===== config.mk =====
export PLATFORM = sky130hd
export DESIGN_NAME = int_alu
export DESIGN_NICKNAME = d
export VERILOG_FILES = /design/src/rtl/int_alu_pkg.sv /design/src/rtl/alu_addsub.sv /design/src/rtl/alu_logic.sv /design/src/rtl/alu_shift.sv /design/src/rtl/int_alu.sv
export SDC_FILE = /design/constraint.sdc
export NUM_CORES = 1
export LEC_CHECK = 0
export BUFFER_PORTS_ARGS = -buffer_cell sky130_fd_sc_hd__buf_2
export CAP_MARGIN = 10
export CELL_PAD_IN_SITES_DETAIL_PLACEMENT = 0
export CELL_PAD_IN_SITES_GLOBAL_PLACEMENT = 2
export CORE_MARGIN = 2
export CORE_UTILIZATION = 37
export CTS_BUF_LIST = sky130_fd_sc_hd__clkbuf_2 sky130_fd_sc_hd__clkbuf_4 sky130_fd_sc_hd__clkbuf_8
export DETAILED_ROUTE_END_ITERATION = 7
export GPL_TIMING_DRIVEN = 0
export MAX_ROUTING_LAYER = met4
export PLACE_DENSITY_LB_ADDON = 0.1
export SYNTH_ARGS = -nofsm -noshare
export SYNTH_HDL_FRONTEND = slang
export SYNTH_SLANG_ARGS = --single-unit

===== constraint.sdc =====
create_clock -name clk -period 10.01 [get_ports clk]
set_input_delay 0.5005 -clock clk [delete_from_list [all_inputs] [get_ports clk]]
set_output_delay 0.5005 -clock clk [all_outputs]
set_load 0.01 [all_outputs]

===== src/rtl/int_alu_pkg.sv =====
package int_alu_pkg;

  localparam int OP_W = 4;

  typedef enum logic [OP_W-1:0] {
    OP_ADD  = 4'd0,
    OP_ADDU = 4'd1,
    OP_SUB  = 4'd2,
    OP_SUBU = 4'd3,
    OP_AND  = 4'd4,
    OP_OR   = 4'd5,
    OP_XOR  = 4'd6,
    OP_NOR  = 4'd7,
    OP_SLT  = 4'd8,
    OP_SLL  = 4'd9
  } alu_op_e;

  localparam logic [OP_W-1:0] OP_LAST = 4'd9;

  typedef enum logic [1:0] {
    LG_AND = 2'd0,
    LG_OR  = 2'd1,
    LG_XOR = 2'd2,
    LG_NOR = 2'd3
  } logic_sel_e;

endpackage


===== src/rtl/alu_addsub.sv =====
module alu_addsub #(
  parameter int W = 32
) (
  input  logic [W-1:0] a,
  input  logic [W-1:0] b,
  input  logic         sub,
  output logic [W-1:0] sum,
  output logic         ovf,
  output logic         lt
);
  logic [W-1:0] b_eff;
  logic [W:0]   wide;

  always_comb begin
    b_eff = sub ? ~b : b;
    wide  = {1'b0, a} + {1'b0, b_eff} + {{W{1'b0}}, sub};
    sum   = wide[W-1:0];
    // Operand signs as the adder sees them must agree, and the result sign must then differ.
    ovf   = (a[W-1] == b_eff[W-1]) && (sum[W-1] != a[W-1]);
    // The signed order follows from the difference sign corrected by overflow.
    lt    = sum[W-1] ^ ovf;
  end
endmodule


===== src/rtl/alu_logic.sv =====
module alu_logic
  import int_alu_pkg::*;
#(
  parameter int W = 32
) (
  input  logic [W-1:0] a,
  input  logic [W-1:0] b,
  input  logic_sel_e   sel,
  output logic [W-1:0] y
);
  always_comb begin
    unique case (sel)
      LG_AND:  y = a & b;
      LG_OR:   y = a | b;
      LG_XOR:  y = a ^ b;
      default: y = ~(a | b);
    endcase
  end
endmodule


===== src/rtl/alu_shift.sv =====
module alu_shift #(
  parameter int W   = 32,
  parameter int SHW = $clog2(W)
) (
  input  logic [W-1:0]   d,
  input  logic [SHW-1:0] amt,
  output logic [W-1:0]   y
);
  logic [W-1:0] stage [SHW+1];

  assign stage[0] = d;

  for (genvar s = 0; s < SHW; s++) begin : g_stage
    localparam int STEP = 1 << s;
    assign stage[s+1] = amt[s] ? {stage[s][W-1-STEP:0], {STEP{1'b0}}} : stage[s];
  end

  assign y = stage[SHW];
endmodule


===== src/rtl/int_alu.sv =====
module int_alu
  import int_alu_pkg::*;
#(
  parameter int W   = 32,
  parameter int SHW = $clog2(W)
) (
  input  logic           clk,
  input  logic           rst,
  input  logic [3:0]     op_i,
  input  logic [W-1:0]   a_i,
  input  logic [W-1:0]   b_i,
  input  logic [SHW-1:0] shamt_i,
  output logic [W-1:0]   res_o,
  output logic           zero_o,
  output logic           ovf_o
);
  localparam logic [W-1:0] ZERO_W = '0;

  logic         do_sub;
  logic [W-1:0] as_sum;
  logic         as_ovf;
  logic         as_lt;
  logic [W-1:0] lg_y;
  logic [W-1:0] sh_y;
  logic_sel_e   lg_sel;
  logic [W-1:0] res_c;
  logic         ovf_c;
  logic         zero_c;
  logic         op_ok;

  always_comb begin
    do_sub = (op_i == OP_SUB) || (op_i == OP_SUBU) || (op_i == OP_SLT);
    lg_sel = logic_sel_e'(op_i[1:0]);
    op_ok  = (op_i <= OP_LAST);
  end

  alu_addsub #(.W(W)) u_addsub (
    .a(a_i), .b(b_i), .sub(do_sub),
    .sum(as_sum), .ovf(as_ovf), .lt(as_lt)
  );

  alu_logic #(.W(W)) u_logic (
    .a(a_i), .b(b_i), .sel(lg_sel), .y(lg_y)
  );

  alu_shift #(.W(W), .SHW(SHW)) u_shift (
    .d(b_i), .amt(shamt_i), .y(sh_y)
  );

  always_comb begin
    res_c = ZERO_W;
    ovf_c = 1'b0;
    case (op_i)
      OP_ADD, OP_SUB: begin
        res_c = as_sum;
        ovf_c = as_ovf;
      end
      OP_ADDU, OP_SUBU: res_c = as_sum;
      OP_AND, OP_OR, OP_XOR, OP_NOR: res_c = lg_y;
      OP_SLT: res_c = {{(W-1){1'b0}}, as_lt};
      OP_SLL: res_c = sh_y;
      default: res_c = ZERO_W;
    endcase
    zero_c = op_ok && (res_c == ZERO_W);
  end

  always_ff @(posedge clk) begin
    if (rst) begin
      res_o  <= ZERO_W;
      zero_o <= 1'b0;
      ovf_o  <= 1'b0;
    end else begin
      res_o  <= res_c;
      zero_o <= zero_c;
      ovf_o  <= ovf_c;
    end
  end

  // only the trapping add and subtract may raise overflow
  p_no_overflow_r3: assert property (@(posedge clk) disable iff (rst)
    !(op_i == OP_ADD || op_i == OP_SUB) |=> !ovf_o);

  // undefined codes give a quiet zero
  p_undef_quiet_r8: assert property (@(posedge clk) disable iff (rst)
    (op_i > OP_LAST) |=> (res_o == ZERO_W && !zero_o && !ovf_o));

  // zero flag never set on a nonzero result
  p_zero_match_r7: assert property (@(posedge clk) disable iff (rst)
    zero_o |-> (res_o == ZERO_W));

  // set-on-less-than yields only 0 or 1
  p_slt_bit_r5: assert property (@(posedge clk) disable iff (rst)
    (op_i == OP_SLT) |=> (res_o[W-1:1] == '0));

  // signed add of operands with different signs never overflows
  p_add_mixed_r1: assert property (@(posedge clk) disable iff (rst)
    (op_i == OP_ADD && a_i[W-1] != b_i[W-1]) |=> !ovf_o);

  // a zero shift returns B unchanged
  p_sll_zero_r6: assert property (@(posedge clk) disable iff (rst)
    (op_i == OP_SLL && shamt_i == '0) |=> (res_o == $past(b_i)));
endmodule


==> results.py, run 1 <==
metrics = {
    "drt": {
        "wl_met1_mm": 14.3,
        "wirelength_mm": 33.1,
        "maxUsedRoutingLayer": "met4",
        "remaining_drc_errors": 0,
        "route.met3.wl_mm": 2.28,
        "drt.antenna.violating_nets": 0,
        "drt_pass1_iterations": 7,
        "avgRoutedWirePerCell_um": 23.8,
        "via_per_inst": 5.79,
        "initial_detailed_routing_violation_count": 648,
        "detailroute.wirelength.met2_mm": 15.2,
        "vias": 8064,
    },
    "setup_path": {
        "start_kind": "input port",
        "cpPeakStageDelay_ns": 0.91,
        "cp.arrival_ns": 6.68,
        "worstPathBufferInverterCount": 3,
        "worst_path_most_repeated_cell": "a21oi_1",
        "critPathMaxFanout": 10,
        "endpoint_kind": "register",
        "crit_family": "compound AO/OA/AOI/OAI gates",
        "criticalPathCategory": "in -> reg",
        "worst_ep_required_time_ns": 10.23,
        "slowest_stage": "a2111oi_1",
        "crit_path_cell_trace": "buf_2 -> or3b_4 -> a21oi_1 -> clkbuf_1 -> xnor2_1 -> inv_1 -> fa_1 -> nand2b_1 -> a21oi_1 -> o21ai_0 -> a2111oi_1 -> o21bai_1 -> mux2i_1 -> a211oi_1 -> nand4_1 -> or4_1 -> nor3_2",
    },
    "synthesis": {
        "synth_top_area_share_pct": 16.7,
        "synth_fp_nets": 1185,
        "ys.flop_type": "dfxtp_1",
        "postSynthCellCount": 1009,
        "synth_commonest_cells": "100 x ha_1, 88 x a21oi_1, 82 x nor2_1, 81 x nand2_1, 77 x inv_1",
        "synth.yosys.warnings": 0,
        "post-synth-top-count-cell": "ha_1",
        "synth-edff-count": 0,
        "synth.top_cells.by_area": "ha_1 17%, dfxtp_1 9.1%, mux2i_1 7.3%",
        "synth_largest_area_cell": "ha_1",
        "synth.distinct_cells": 75,
        "synthesis.area_per_instance_um2": 7.44,
        "mappedNetlistArea_mm2": 0.00751,
        "synth_seq_cells": 34,
        "synth-async-reset-ratio_pct": 0,
        "yosysSeqAreaShare_pct": 9.07,
    },
    "global_route": {
        "antenna_violations_before_repair": 0,
        "maximum_number_of_pins_on_one_net_before_global_route_repair": 12,
        "grt_first_pass_wirelength_mm": 48.6,
        "vias_in_the_first_global_route": 7767,
        "grt_remaining_overflow": 0,
        "globalRouteTotalUtil_pct": 31.2,
    },
    "floorplan": {
        "floorplan.die.width_um": 146,
        "number_of_rows_in_the_core_area": 52,
        "die_area_mm2": 0.0214,
        "initial_core_util_pct": 37.3,
        "ios": 109,
        "die_h_um": 146,
        "design.core.area_mm2": 0.0201,
    },
    "placement": {
        "place_worst_setup_slack_ns": 3.43,
        "hpwlAfterDp_mm": 27.8,
        "gp_congestion": 0.978,
        "port_buffers": 105,
    },
    "clock_tree": {
        "numCtsBuffers": 5,
        "postCtsHoldBufs": 0,
        "cts.sinks": 34,
        "cts_setup_buffers": 0,
        "clk_pin_slew_worst_paths_ns": 0.07,
        "clk_root_buffer_cell": "clkbuf_8",
        "ctsLongestPathBuffers": 2,
        "ctsHtreeMaxLevel": 2,
        "cts_tree": "done",
        "post_cts.resized_instances": 0,
    },
    "timing": {
        "final_min_period_over_clock_period_pct": 64.6,
        "achievable-frequency_ghz": 0.155,
        "final_period_minus_worst_setup_slack_ns": 6.46,
        "grt_setup_unrepaired": "no",
        "post-route-worst-setup-slack_ns": 3.55,
        "worst_slew_pin_slew_ns": 1.02,
        "totalNegativeSetupSlack_ns": 0,
        "timing.max_slew.rel_slack_pct": 32.1,
        "hold_viol": 0,
        "setup_viol": 0,
        "final_max_slew_viol_count": 0,
        "fin_hold_ws_ns": 0.497,
    },
    "power_and_ir_drop": {
        "vdd_ir_drop_max_uv": 55.0,
        "leakagePower_uw": 0.00386,
        "power-per-cell-area_mw_per_mm2": 92.3,
    },
    "finish": {
        "final_layout_size_suffix_gt1_share_pct": 16.5,
        "flow.area_growth_from_synthesis_pct": 13.0,
        "insertedDiodeCount": 0,
        "layout.nets": 1297,
    },
    "outcome": {
        "run_status": "finished, final reports clean",
    },
    "job": {
        "max-cap-violations": 0,
    },
    "worst_hold_path": {
        "min-delay-path-class": "in -> reg",
    },
}
[area by class of cell]
type	instances	area, µm²
clock buffers	6	76.3
fillers	2188	11600
inverters	79	297
well taps	270	338
repair buffers	105	526
plain buffers	63	290
clock inverters	2	37.5
multi-input cells	833	6240
flip-flops and latches	34	681
[where the power goes]
part           internal (µW)  leakage [µW]  switching, µW
clock network           76.9     0.0000548           47.6
logic                    191       0.00353            323
registers                144      0.000277           1.56
total                    411       0.00386            372
[per-stage QoR]
stage | util (%) | total power (µW) | std cells | cell area, µm²
after floorplan | - | 486 | 1009 | 7510
after detailed placement | 41.6 | 652 | 1384 | 8370
final | 42.2 | 783 | 1392 | 8480
after CTS | 42.2 | 780 | 1392 | 8480
after global placement | 41.6 | 654 | 1384 | 8370
after global routing | 42.2 | 840 | 1392 | 8480
[cells by family (layout without fill, tap and decap cells)]
kind of cell / Yosys count / in the layout / synth area share [%]
compound gates: 283 / 283 / 24.5
xor+xnor: 78 / 78 / 9.10
fa+ha+maj: 101 / 101 / 16.9
buf+inv: 142 / 255 / 7.82
flops: 34 / 34 / 9.07
mux: 85 / 85 / 14.1
simple gates: 286 / 286 / 18.5
[layer usage]
layer	up-vias	track usage [%]
li1	3848	-
met1	3836	40.2
met2	323	50.0
met3	57	4.69
met4	0	10.7
met5	-	-
[sequential cells by signal, summed over array words and instances, names as in the netlist]
register	cells
res_o	32
ovf_o	1
zero_o	1
[final timing paths]
path,start,endpoint,depth (start not counted)
setup / recovery,op_i[0],zero_o$_SDFF_PP0_,17
hold / removal,rst,ovf_o$_SDFF_PP0_,2
[placed cells by master (no fill, tap or decap), types with 6 or more instances in the layout]
master,count
a211oi_1,32
inv_1,77
o21ai_0,56
nor2_1,82
and2_1,10
mux4_2,14
a21oi_1,88
mux2_2,15
o31ai_1,6
nand2_1,81
nor3_1,18
a21o_1,8
mux2i_1,55
a221oi_1,7
buf_2,121
xor2_1,20
o22ai_1,9
nor2b_1,23
xnor2_1,58
nand3_1,13
ha_1,100
o21a_1,6
and3_1,10
o21bai_1,7
clkbuf_1,38
o211ai_1,13
nand4_1,8
nand2b_1,10
dfxtp_1,34
No activity file was read; power rests on OpenSTA's default activity.
==> run 2: changes to the inputs <==
--- a/config.mk
+++ b/config.mk
@@ -10,7 +10,7 @@
 export CELL_PAD_IN_SITES_DETAIL_PLACEMENT = 0
 export CELL_PAD_IN_SITES_GLOBAL_PLACEMENT = 2
 export CORE_MARGIN = 2
-export CORE_UTILIZATION = 37
+export CORE_UTILIZATION = 31
 export CTS_BUF_LIST = sky130_fd_sc_hd__clkbuf_2 sky130_fd_sc_hd__clkbuf_4 sky130_fd_sc_hd__clkbuf_8
 export DETAILED_ROUTE_END_ITERATION = 7
 export GPL_TIMING_DRIVEN = 0
==> constraint.sdc (replaced) <==
create_clock -name clk -period 5.5 [get_ports clk]
set_input_delay 0.275 -clock clk [delete_from_list [all_inputs] [get_ports clk]]
set_output_delay 0.275 -clock clk [all_outputs]
set_load 0.01 [all_outputs]
==> run 2 against run 1 <==
Non-clock buffer count unchanged. Final cell count increased by 3.5%. Core utilization decreased by 5.9 points. Largest cell class unchanged. Critical endpoint unchanged. Die area increased by 19%.
==> results.py, run 2 (same netlist as run 1, synthesis figures left out) <==
metrics = {
    "outcome": {
        "run_status": "finished, final reports clean",
    },
    "setup_path": {
        "crit_family": "simple AND/OR/NAND/NOR gates",
        "worst_ep_required_time_ns": 5.71,
        "cp.arrival_ns": 5.47,
        "cpPeakStageDelay_ns": 0.75,
        "slowest_stage": "nor4_1",
        "start_kind": "input port",
        "cp-startpoint": "op_i[0]",
        "worstPathBufferInverterCount": 3,
        "worst_path_most_repeated_cell": "a211oi_1",
        "crit_path_cell_trace": "buf_2 -> or3b_4 -> a21oi_2 -> clkbuf_4 -> xnor2_1 -> ha_1 -> clkbuf_1 -> nand2_1 -> o21ai_0 -> nor3_1 -> a211oi_1 -> a211oi_1 -> nor4_1 -> o311a_1 -> nand4_1 -> or4_1 -> nor3_2",
        "criticalPathCategory": "in -> reg",
        "critPathMaxFanout": 10,
        "endpoint_kind": "register",
    },
    "floorplan": {
        "ios": 109,
        "floorplan.die.width_um": 160,
        "number_of_rows_in_the_core_area": 56,
        "initial_core_util_pct": 31.8,
        "die_area_mm2": 0.0255,
        "die_h_um": 160,
        "design.core.area_mm2": 0.0236,
    },
    "finish": {
        "flow.area_growth_from_synthesis_pct": 14.2,
        "most_frequent_standard_cell_in_the_layout_excluding_fill_and_tap_cells": "buf_2",
        "largest-register": "res_o",
        "fillCellCount": 2654,
        "reg.largest.list": "res_o (32), ovf_o (1), zero_o (1)",
        "layout.nets": 1297,
        "final-seq-area_um2": 681,
        "max_ffs_per_register": 32,
        "final_cell_mix": "121 x buf_2, 100 x ha_1, 87 x a21oi_1",
        "multi_input_area_mm2": 0.00626,
        "insertedDiodeCount": 0,
        "final_layout_size_suffix_gt1_share_pct": 16.9,
    },
    "job": {
        "max-cap-violations": 0,
    },
    "drt": {
        "wirelength_mm": 34.2,
        "via_per_inst": 5.48,
        "remaining_drc_errors": 0,
        "drt_pass1_iterations": 6,
        "vias": 7900,
        "avgRoutedWirePerCell_um": 23.7,
        "drt.antenna.violating_nets": 0,
        "initial_detailed_routing_violation_count": 579,
    },
    "worst_hold_path": {
        "hold_path_startpoint": "rst",
        "min-delay-path-class": "in -> reg",
    },
    "global_route": {
        "globalRouteTotalUtil_pct": 27.4,
        "grt_first_pass_wirelength_mm": 51.1,
        "grt_remaining_overflow": 0,
        "vias_in_the_first_global_route": 7874,
        "antenna_violations_before_repair": 0,
        "maximum_number_of_pins_on_one_net_before_global_route_repair": 12,
    },
    "placement": {
        "port_buffers": 105,
        "place_worst_setup_slack_ns": -0.851,
        "hpwlAfterDp_mm": 28.8,
        "gp_congestion": 0.973,
    },
    "power_and_ir_drop": {
        "vdd_ir_drop_max_uv": 97.7,
        "leakagePower_uw": 0.00387,
        "final_total_power_uw": 1430,
        "power-per-cell-area_mw_per_mm2": 167,
    },
    "timing": {
        "achievable-frequency_ghz": 0.190,
        "setup_viol": 0,
        "fin_hold_ws_ns": 0.296,
        "grt_setup_unrepaired": "no",
        "hold_viol": 0,
        "final_max_slew_viol_count": 0,
        "timing.max_slew.rel_slack_pct": 42.0,
        "worst_slew_pin_slew_ns": 0.867,
        "post-route-worst-setup-slack_ns": 0.240,
        "final_period_minus_worst_setup_slack_ns": 5.26,
        "final_min_period_over_clock_period_pct": 95.6,
    },
    "clock_tree": {
        "clk_pin_slew_worst_paths_ns": 0.06,
        "ctsLongestPathBuffers": 2,
        "ctsHtreeMaxLevel": 2,
        "cts.sinks": 34,
        "clk_root_buffer_cell": "clkbuf_8",
        "cts_tree": "done",
        "numCtsBuffers": 5,
    },
}
## run 2: cell counts in the layout (fill, tap and decap cells not counted)
No cell type changed its count.
## run 2: final cells by class
type | count | area share (%)
repair buffers | 105 | 6.13
clock inverters | 2 | 0.438
clock buffers | 6 | 0.890
plain buffers | 63 | 3.46
well taps | 319 | 4.66
inverters | 79 | 3.46
flip-flops and latches | 34 | 7.94
multi-input cells | 833 | 73.0
## run 2: final timing paths
path	endpoint	slack, ns	depth (start not counted)
hold / removal	ovf_o$_SDFF_PP0_	0.30	2
setup / recovery	zero_o$_SDFF_PP0_	0.24	17
## run 2: power breakdown
| group | switching [µW] | total (µW) | internal, µW |
|---|---|---|---|
| combinational | 597 | 944 | 348 |
| sequential | 3.10 | 265 | 262 |
| clock | 83.5 | 223 | 140 |
## run 2: stage by stage
stage | std cells | util (%) | TNS [ns] | area [µm²]
after floorplan | 1009 | - | 0 | 7510
after global placement | 1433 | 35.7 | -1.45 | 8430
after detailed placement | 1433 | 35.7 | -0.965 | 8430
after CTS | 1441 | 36.2 | 0 | 8550
after global routing | 1441 | 36.3 | 0 | 8570
final | 1441 | 36.3 | 0 | 8570
## run 2: routing by layer
metal / routed length, µm / share of wire, % / vias to the layer above / track usage, %
li1: - / - / 3843 / -
met1: 15600 / 46 / 3757 / 36.1
met2: 16000 / 47 / 256 / 45.3
met3: 1590 / 4.7 / 44 / 2.26
met4: 990 / 2.9 / 0 / 6.94
met5: 0 / 0 / - / -
## run 2: timing repair
action,in CTS,in global routing
setup endpoints to repair,1,1
resized for setup,4,4
buffers inserted,0,0
hold buffers,0,0
==> run 3: changes to the inputs <==
--- a/config.mk
+++ b/config.mk
@@ -9,13 +9,14 @@
 export CAP_MARGIN = 10
 export CELL_PAD_IN_SITES_DETAIL_PLACEMENT = 0
 export CELL_PAD_IN_SITES_GLOBAL_PLACEMENT = 2
-export CORE_MARGIN = 2
+export CORE_MARGIN = 1
 export CORE_UTILIZATION = 31
 export CTS_BUF_LIST = sky130_fd_sc_hd__clkbuf_2 sky130_fd_sc_hd__clkbuf_4 sky130_fd_sc_hd__clkbuf_8
 export DETAILED_ROUTE_END_ITERATION = 7
 export GPL_TIMING_DRIVEN = 0
 export MAX_ROUTING_LAYER = met4
 export PLACE_DENSITY_LB_ADDON = 0.1
+export SLEW_MARGIN = 20
 export SYNTH_ARGS = -nofsm -noshare
 export SYNTH_HDL_FRONTEND = slang
 export SYNTH_SLANG_ARGS = --single-unit
==> run 3 against run 2 <==
Sequential share of layout area hardly changed. Worst setup slack better by 0.17 ns. Clock-buffer cell count is 1 lower. Worst hold slack worse by 0.013 ns. Critical endpoint unchanged. Clock power is 22% lower. Combinational power is 0.4% lower. Sequential power hardly changed. Flip-flop and latch count stayed put. Core utilization is 0.13 points lower. Fmax is 3.3% higher. Total power is 3.8% lower. First-iteration DRC count is 2.4% higher.
==> results.py, run 3 (same netlist as run 1, synthesis figures left out) <==
metrics = {
    "outcome": {
        "run_status": "finished, final reports clean",
    },
    "timing": {
        "hold_viol": 0,
        "grt_setup_unrepaired": "no",
        "timing.max_slew.rel_slack_pct": 40.1,
        "final_min_period_over_clock_period_pct": 92.6,
        "final_period_minus_worst_setup_slack_ns": 5.09,
        "final_max_slew_viol_count": 0,
        "totalNegativeSetupSlack_ns": 0,
        "setup_viol": 0,
        "achievable-frequency_ghz": 0.196,
        "worst_slew_pin_slew_ns": 0.899,
    },
    "placement": {
        "hpwlAfterDp_mm": 28.9,
        "gp_congestion": 0.981,
        "port_buffers": 105,
        "dp_cells": 1433,
    },
    "global_route": {
        "vias_in_the_first_global_route": 7549,
        "grt_remaining_overflow": 0,
        "globalRouteTotalUtil_pct": 28.4,
        "grt_first_pass_wirelength_mm": 49.3,
        "antenna_violations_before_repair": 1,
        "maximum_number_of_pins_on_one_net_before_global_route_repair": 12,
    },
    "clock_tree": {
        "ctsHtreeMaxLevel": 2,
        "cts.sinks": 34,
        "cts_tree": "done",
        "clk_root_buffer_cell": "clkbuf_8",
        "clk_pin_slew_worst_paths_ns": 0.07,
        "ctsLongestPathBuffers": 2,
        "numCtsBuffers": 5,
    },
    "power_and_ir_drop": {
        "power.combinational.fraction_pct": 68.2,
        "switching_share_pct": 49.5,
        "power_frac_seq_pct": 19.2,
        "intPower_uw": 695,
        "power-per-cell-area_mw_per_mm2": 161,
        "switching_power_uw": 682,
        "power.share.clock_pct": 12.5,
        "vdd_ir_drop_max_uv": 117,
        "leakagePower_uw": 0.00385,
    },
    "setup_path": {
        "slowest_stage": "or4_1",
        "cp-startpoint": "op_i[0]",
        "critPathMaxFanout": 10,
        "crit_family": "compound AO/OA/AOI/OAI gates",
        "endpoint_kind": "register",
        "start_kind": "input port",
        "cp.arrival_ns": 5.31,
        "crit_path_cell_trace": "buf_2 -> or3b_4 -> a21oi_2 -> clkbuf_4 -> xnor2_1 -> inv_1 -> fa_1 -> nand2b_1 -> a21oi_1 -> o21ai_0 -> a2111oi_4 -> o21bai_1 -> mux2i_1 -> a211oi_1 -> nand4_1 -> or4_1 -> nor3_2",
        "worstPathBufferInverterCount": 3,
        "worst_ep_required_time_ns": 5.72,
        "cpPeakStageDelay_ns": 0.58,
        "criticalPathCategory": "in -> reg",
    },
    "drt": {
        "avgRoutedWirePerCell_um": 23.6,
        "drt.antenna.violating_nets": 0,
        "via_per_inst": 5.48,
        "vias": 7895,
        "drt_pass1_iterations": 5,
        "initial_detailed_routing_violation_count": 593,
        "wirelength_mm": 34.0,
        "remaining_drc_errors": 0,
    },
    "floorplan": {
        "ios": 109,
        "design.core.area_mm2": 0.0236,
        "die_area_mm2": 0.0248,
        "number_of_rows_in_the_core_area": 56,
        "die_h_um": 158,
        "initial_core_util_pct": 31.8,
        "floorplan.die.width_um": 158,
    },
    "finish": {
        "final_cell_mix": "121 x buf_2, 100 x ha_1, 87 x a21oi_1",
        "largest-register": "res_o",
        "post_layout_nonfiller_instances": 1440,
        "max_ffs_per_register": 32,
        "final_layout_size_suffix_gt1_share_pct": 16.9,
        "most_frequent_standard_cell_in_the_layout_excluding_fill_and_tap_cells": "buf_2",
        "insertedDiodeCount": 0,
        "fillCellCount": 2686,
        "final_core_utilization_pct": 36.2,
        "flow.area_growth_from_synthesis_pct": 13.8,
        "layout.nets": 1297,
        "reg.largest.list": "res_o (32), ovf_o (1), zero_o (1)",
    },
    "worst_hold_path": {
        "min-delay-path-class": "in -> reg",
        "hold_path_startpoint": "rst",
    },
    "job": {
        "max-cap-violations": 0,
    },
}
-- run 3: changes by cell type in the layout (fill, tap and decap cells not counted), sizes merged --
cell,before,now
bufinv,1,0
clkbuf,44,43
clkinvlp,1,2
-- run 3: layout make-up --
class                      count  area, µm²  share of cell area (%)
clock inverter                 2       15.0                   0.176
tap                          319        399                    4.67
clock buffer                   5       68.8                   0.806
sequential                    34        681                    7.97
buffer                        63        297                    3.47
multi-input combinational    833       6260                    73.3
timing repair buffer         105        526                    6.15
inverter                      79        297                    3.47
-- run 3: what timing repair did --
| item | in CTS | in global routing |
|---|---|---|
| buffers inserted | 0 | 0 |
| hold buffers | 0 | 0 |
| pin swaps | 0 | 0 |
| endpoints found under the setup margin | 1 | 1 |
| gates resized for setup | 3 | 7 |
-- run 3: power by group through the flow --
stage	Sequential [µW]	Clock, µW	Combinational [µW]
4_1_cts	265	180	933
3_3_place_gp	271	0	931
3_5_place_dp	271	0	927
5_1_grt	266	191	1030
2_1_floorplan	279	0	606
6_report	265	173	940
-- run 3: stage by stage --
| step | setup WS (ns) | area, µm² | hold WS [ns] | total power, µW |
|---|---|---|---|---|
| 6_report | 0.407 | 8540 | 0.283 | 1380 |
| 2_1_floorplan | 0.924 | 7510 | 0.354 | 885 |
| 3_3_place_gp | -0.887 | 8430 | 0.589 | 1200 |
| 5_1_grt | 0.210 | 8540 | 0.242 | 1490 |
| 4_1_cts | 0.0919 | 8520 | 0.268 | 1380 |
| 3_5_place_dp | -0.759 | 8430 | 0.578 | 1200 |
-- run 3: path summary, 6_finish.rpt --
kind                 to  slack (ns)  depth (start not counted)
max   zero_o$_SDFF_PP0_        0.41                         17
min    ovf_o$_SDFF_PP0_        0.28                          2
-- run 3: routing by layer --
layer  vias to the layer above  global-route usage (%)  wire length, µm
li1                       3848                       -                -
met1                      3771                    37.4            15600
met2                       238                    46.4            15800
met3                        38                    2.55             1510
met4                         0                    7.49             1020
met5                         -                       -                0
